$ cat src/rtl/prd_pkg.sv
package prd_pkg;
  typedef enum logic [2:0] {
    S_IDLE,
    S_FETCH0,
    S_FETCH1,
    S_XFER,
    S_NEXT,
    S_DONE
  } walk_state_e;

  localparam int unsigned DWORD_W    = 32;
  localparam int unsigned LAST_BIT   = 31;
  localparam int unsigned DESC_BYTES = 8;
endpackage

$ cat src/rtl/prd_ptr.sv
module prd_ptr #(
  parameter int unsigned AW     = 32,
  parameter int unsigned STRIDE = 8
) (
  input  logic          clk_i,
  input  logic          rst_ni,
  input  logic          load_i,
  input  logic [AW-1:0] base_i,
  input  logic          step_i,
  output logic [AW-1:0] ptr_o
);
  localparam logic [AW-1:0] STEP = AW'(STRIDE);

  always_ff @(posedge clk_i or negedge rst_ni) begin
    if (!rst_ni)     ptr_o <= '0;
    else if (load_i) ptr_o <= base_i;
    else if (step_i) ptr_o <= ptr_o + STEP;
  end
endmodule

$ cat src/rtl/prd_check.sv
module prd_check #(
  parameter int unsigned AW    = 32,
  parameter int unsigned CNT_W = 16
) (
  input  logic [AW-1:0]    addr_i,
  input  logic [CNT_W-1:0] cnt_i,
  output logic [CNT_W:0]   len_o,
  output logic             bad_o
);
  localparam logic [CNT_W:0] FULL = {1'b1, {CNT_W{1'b0}}};

  logic [CNT_W:0] end_off;

  // zero count stands for a full window
  always_comb begin
    len_o   = (cnt_i == '0) ? FULL : {1'b0, cnt_i};
    end_off = {1'b0, addr_i[CNT_W-1:0]} + len_o;
    bad_o   = addr_i[0] | (end_off > FULL);
  end
endmodule

$ cat src/rtl/prd_walker.sv
module prd_walker #(
  parameter int unsigned AW    = 32,
  parameter int unsigned CNT_W = 16
) (
  input  logic             clk_i,
  input  logic             rst_ni,
  input  logic             start_i,
  input  logic             dir_i,
  input  logic [AW-1:0]    table_base_i,
  output logic             mem_req_o,
  output logic [AW-1:0]    mem_addr_o,
  input  logic             mem_rvalid_i,
  input  logic [31:0]      mem_rdata_i,
  input  logic             mem_err_i,
  output logic             xfer_req_o,
  output logic [AW-1:0]    xfer_addr_o,
  output logic [CNT_W:0]   xfer_len_o,
  output logic             xfer_dir_o,
  input  logic             xfer_done_i,
  output logic             busy_o,
  output logic             done_o,
  output logic             err_o
);
  import prd_pkg::*;

  localparam logic [AW-1:0] HI_OFF = AW'(DESC_BYTES / 2);

  walk_state_e      state_q, state_d;
  logic [AW-1:0]    ptr;
  logic [AW-1:0]    addr_q;
  logic [CNT_W-1:0] cnt_q;
  logic             last_q, dir_q, err_q;
  logic             load, step;
  logic             new_bad;
  logic [CNT_W:0]   new_len;

  prd_ptr #(.AW(AW), .STRIDE(DESC_BYTES)) u_ptr (
    .clk_i  (clk_i),
    .rst_ni (rst_ni),
    .load_i (load),
    .base_i (table_base_i),
    .step_i (step),
    .ptr_o  (ptr)
  );

  // validates the count arriving on the read bus against the latched address
  prd_check #(.AW(AW), .CNT_W(CNT_W)) u_chk_in (
    .addr_i (addr_q),
    .cnt_i  (mem_rdata_i[CNT_W-1:0]),
    .len_o  (new_len),
    .bad_o  (new_bad)
  );

  logic unused_bad;
  prd_check #(.AW(AW), .CNT_W(CNT_W)) u_chk_out (
    .addr_i (addr_q),
    .cnt_i  (cnt_q),
    .len_o  (xfer_len_o),
    .bad_o  (unused_bad)
  );

  logic rd_ok, rd_bad;
  assign rd_ok  = mem_rvalid_i & ~mem_err_i;
  assign rd_bad = mem_rvalid_i &  mem_err_i;

  always_comb begin
    state_d = state_q;
    load    = 1'b0;
    step    = 1'b0;
    if (!start_i) begin
      state_d = S_IDLE;
    end else begin
      unique case (state_q)
        S_IDLE: begin
          load    = 1'b1;
          state_d = S_FETCH0;
        end
        S_FETCH0: if (rd_bad) state_d = S_DONE;
                  else if (rd_ok) state_d = S_FETCH1;
        S_FETCH1: if (rd_bad || (rd_ok && new_bad)) state_d = S_DONE;
                  else if (rd_ok) state_d = S_XFER;
        S_XFER:   if (xfer_done_i) state_d = last_q ? S_DONE : S_NEXT;
        S_NEXT: begin
          step    = 1'b1;
          state_d = S_FETCH0;
        end
        S_DONE:   state_d = S_DONE;
        default:  state_d = S_IDLE;
      endcase
    end
  end

  always_ff @(posedge clk_i or negedge rst_ni) begin
    if (!rst_ni) begin
      state_q <= S_IDLE;
      addr_q  <= '0;
      cnt_q   <= '0;
      last_q  <= 1'b0;
      dir_q   <= 1'b0;
      err_q   <= 1'b0;
    end else begin
      state_q <= state_d;
      if (state_q == S_IDLE) begin
        err_q <= 1'b0;
        dir_q <= dir_i;
      end
      if (start_i && (state_q == S_FETCH0) && rd_ok) addr_q <= mem_rdata_i[AW-1:0];
      if (start_i && (state_q == S_FETCH1) && rd_ok) begin
        cnt_q  <= mem_rdata_i[CNT_W-1:0];
        last_q <= mem_rdata_i[LAST_BIT];
      end
      if (start_i && (((state_q == S_FETCH0 || state_q == S_FETCH1) && rd_bad) ||
                      (state_q == S_FETCH1 && rd_ok && new_bad)))
        err_q <= 1'b1;
    end
  end

  assign mem_req_o   = (state_q == S_FETCH0) || (state_q == S_FETCH1);
  assign mem_addr_o  = (state_q == S_FETCH1) ? ptr + HI_OFF : ptr;
  assign xfer_req_o  = (state_q == S_XFER);
  assign xfer_addr_o = addr_q;
  assign xfer_dir_o  = dir_q;
  assign busy_o      = (state_q != S_IDLE) && (state_q != S_DONE);
  assign done_o      = (state_q == S_DONE) && !err_q;
  assign err_o       = (state_q == S_DONE) &&  err_q;
endmodule

$ cat config.mk
export PLATFORM = sky130hd
export DESIGN_NAME = prd_walker
export DESIGN_NICKNAME = d
export VERILOG_FILES = /design/src/rtl/prd_pkg.sv /design/src/rtl/prd_ptr.sv /design/src/rtl/prd_check.sv /design/src/rtl/prd_walker.sv
export SDC_FILE = /design/constraint.sdc
export NUM_CORES = 1
export LEC_CHECK = 0
export BUFFER_PORTS_ARGS = -buffer_cell sky130_fd_sc_hd__buf_2
export CAP_MARGIN = 0
export CORE_UTILIZATION = 59
export CTS_CLUSTER_SIZE = 28
export DETAILED_ROUTE_END_ITERATION = 8
export GPL_ROUTABILITY_DRIVEN = 0
export PLACE_DENSITY = 0.95
export SLEW_MARGIN = 20
export SYNTH_ARGS = -nofsm -noshare
export SYNTH_HDL_FRONTEND = slang
export SYNTH_HIERARCHICAL = 1
export SYNTH_SLANG_ARGS = --single-unit
$ cat constraint.sdc
create_clock -name clk_i -period 8.8 [get_ports clk_i]
set_clock_uncertainty 0.05 [all_clocks]
set_input_delay 0.44 -clock clk_i [delete_from_list [all_inputs] [get_ports clk_i]]
set_output_delay 0.44 -clock clk_i [all_outputs]
set_load 0.02 [all_outputs]
==> impl_metrics.toml <==
[synthesis]
synthesis.area_um2 = 5810
syn_nets = 711
syn_inst = 621
yosys_warnings = 6
syn_area_per_cell_um2 = 9.35

[sta]
rsz0062_at_grt = "false"
slew-limit-headroom = 0.428
max_freq_mhz = 254
worst_pin_slew_ns = 0.857
setup_viol = 0
final-hold-violation-count = 0
fin_setup_tns_ns = 0
hold_ws_ns = 0.247
post-route-min-period_ns = 3.93
post-route-period-util = 0.447
report.final.slew_viol_count = 0

[floorplanning]
ios = 158
fp-row-count = 35
die_w_um = 101
core_area_um2 = 9370
start_util = 0.620
die_h_um = 101
fp.dieArea_um2 = 10200

[layout]
antenna_cells = 0
fin_nets = 825
layout-drive-gt1-share = 0.324
instances_no_fill = 869
design_area_um2 = 6750
area_growth_pct = 16.1

[worst_setup_path]
required_ns = 9.02
critical_path_peak_fanout = 5
start_kind = "register"
slowest_stage = "dfrtp_1"
r2r.worst_path.cells = 13
worstPathArrival_ns = 4.15
critical-path-max-stage-delay_ns = 0.45
path_cells = "ha_1 > fa_1 > xor2_1 > a2111oi_0 > o2111a_1 > o2111ai_1 > nor4_2 > nand4_1 > o32a_1 > a21oi_1 > nor2b_1 > or4_1 > a21boi_0"
path_class = "register to register"
endpoint_kind = "register"

[status]
status = "finished clean"

[placed_design]
place_hpwl_um = 11500
portBuffers = 157
placed_cells = 852
placed_area_um2 = 6530

[detailed_routing]
num_vias = 5456
drtIter0Drc = 430
wirelength_um = 15500
wl_per_cell_um = 17.8
dr.pass1.iters = 8
drc = 0
via_per_inst = 6.28
drtAntennaViolNets = 0

[clocking]
cts_sinks = 86
post_cts_resized = 0
postCtsHoldBufs = 1
cts.root.buffer_cell = "clkbuf_8"
clkTransAtPathRegs_ns = 0.10
clk_latency_ns = 0.36
cts_buffers = 9
post_cts_buffers = 0
cts_tree = "done"
h-tree-depth = 3
cts_buffer_depth = 2

[power]
ir_drop_v = 0.000227
p_total_mw = 2.48
powerDensity_nw_per_um2 = 368
power.leakage_nw = 3.04

[global_routing]
antenna_found_initial = 0
overflow = 0
grt_pass1_wl_um = 25300
grt_usage = 0.313
grt_pass1_vias = 5301
grt_max_degree = 54

[min_path]
hold_depth = 3
hold_path.class = "input pin to register"

[run]
max-cap-violations = 0
metrics by stage:
| step | utilization | worst slack (ns) |
|---|---|---|
| 2_1_floorplan | - | 5.34 |
| 3_5_place_dp | 0.697 | 4.83 |
| 5_1_grt | 0.720 | 4.55 |
| 4_1_cts | 0.719 | 4.89 |
| 6_report | 0.720 | 4.87 |
| 3_3_place_gp | 0.697 | 5.10 |
layer usage:
layer  up-vias  GRT usage  part of all wire
met5         -          0                 0
met3        60     0.0621             0.069
met2       281      0.527              0.50
li1       2500          -                 -
met1      2615      0.385              0.39
met4         0      0.151             0.036
layout by cell type, fill, tap and decap left out, types with 3 or more instances in the layout:
| cell | instances |
|---|---|
| clkbuf_8 | 9 |
| and4_1 | 8 |
| nor3b_1 | 4 |
| buf_2 | 156 |
| nand4b_1 | 3 |
| inv_1 | 15 |
| o21ai_0 | 29 |
| or4_1 | 10 |
| mux2_2 | 52 |
| nor2_1 | 35 |
| nand3b_1 | 4 |
| mux2i_1 | 4 |
| dfrtp_1 | 86 |
| xnor2_1 | 36 |
| and3_1 | 10 |
| a21boi_0 | 3 |
| o31ai_1 | 5 |
| or3_1 | 8 |
| o21bai_1 | 4 |
| nand2_1 | 55 |
| xor2_1 | 14 |
| ha_1 | 18 |
| a31oi_1 | 19 |
| a21oi_1 | 9 |
| a21o_1 | 7 |
| buf_4 | 4 |
| nor4_1 | 12 |
| nand3_1 | 22 |
| nand2b_1 | 6 |
| nor3_1 | 11 |
| nand4_1 | 24 |
flip-flops by register name (all words and copies together) (netlist names):
register and flops:
state_q 3, xfer_addr_o 32, u_ptr/ptr_o 32, last_q 1, err_q 1, cnt_q 16
xfer_dir_o 1
worst paths after layout:
kind                                        startpoint  slack, ns                           to
hold reg to reg            xfer_addr_o[29]$_DFFE_PN0P_       0.46  xfer_addr_o[29]$_DFFE_PN0P_
setup reg to reg            xfer_addr_o[0]$_DFFE_PN0P_       4.87       state_q[1]$_DFFE_PN0P_
min in group asynchronous                       rst_ni       0.52   u_ptr/ptr_o[3]$_DFFE_PN0N_
max in group asynchronous                       rst_ni       7.13   xfer_addr_o[5]$_DFFE_PN0P_
setup / recovery            xfer_addr_o[0]$_DFFE_PN0P_       4.87       state_q[1]$_DFFE_PN0P_
hold / removal                        table_base_i[15]       0.25  u_ptr/ptr_o[15]$_DFFE_PN0N_
report_power, final:
group	internal [mW]	switching, mW	total [mW]
combinational	0.551	0.810	1.36
sequential	0.582	0.253	0.835
clock	0.134	0.152	0.286
total	1.27	1.21	2.48
worst max-delay path, delay by kind of cell, from the launching register on:
| kind | cells | cell delay [ns] |
|---|---|---|
| fa+ha+maj | 2 | 0.72 |
| compound gates | 6 | 1.59 |
| xor+xnor | 1 | 0.17 |
| simple gates | 4 | 0.87 |
| flops | 1 | 0.45 |
final cells by class:
class	count	area, um2
fill	686	2630
timing repair buffer	161	821
sequential	86	2150
clock buffer	10	128
inverter	15	56.3
multi-input combinational	462	3360
clock inverter	6	68.8
tap	129	161
Note: power is estimated with default switching activity, not from simulation.
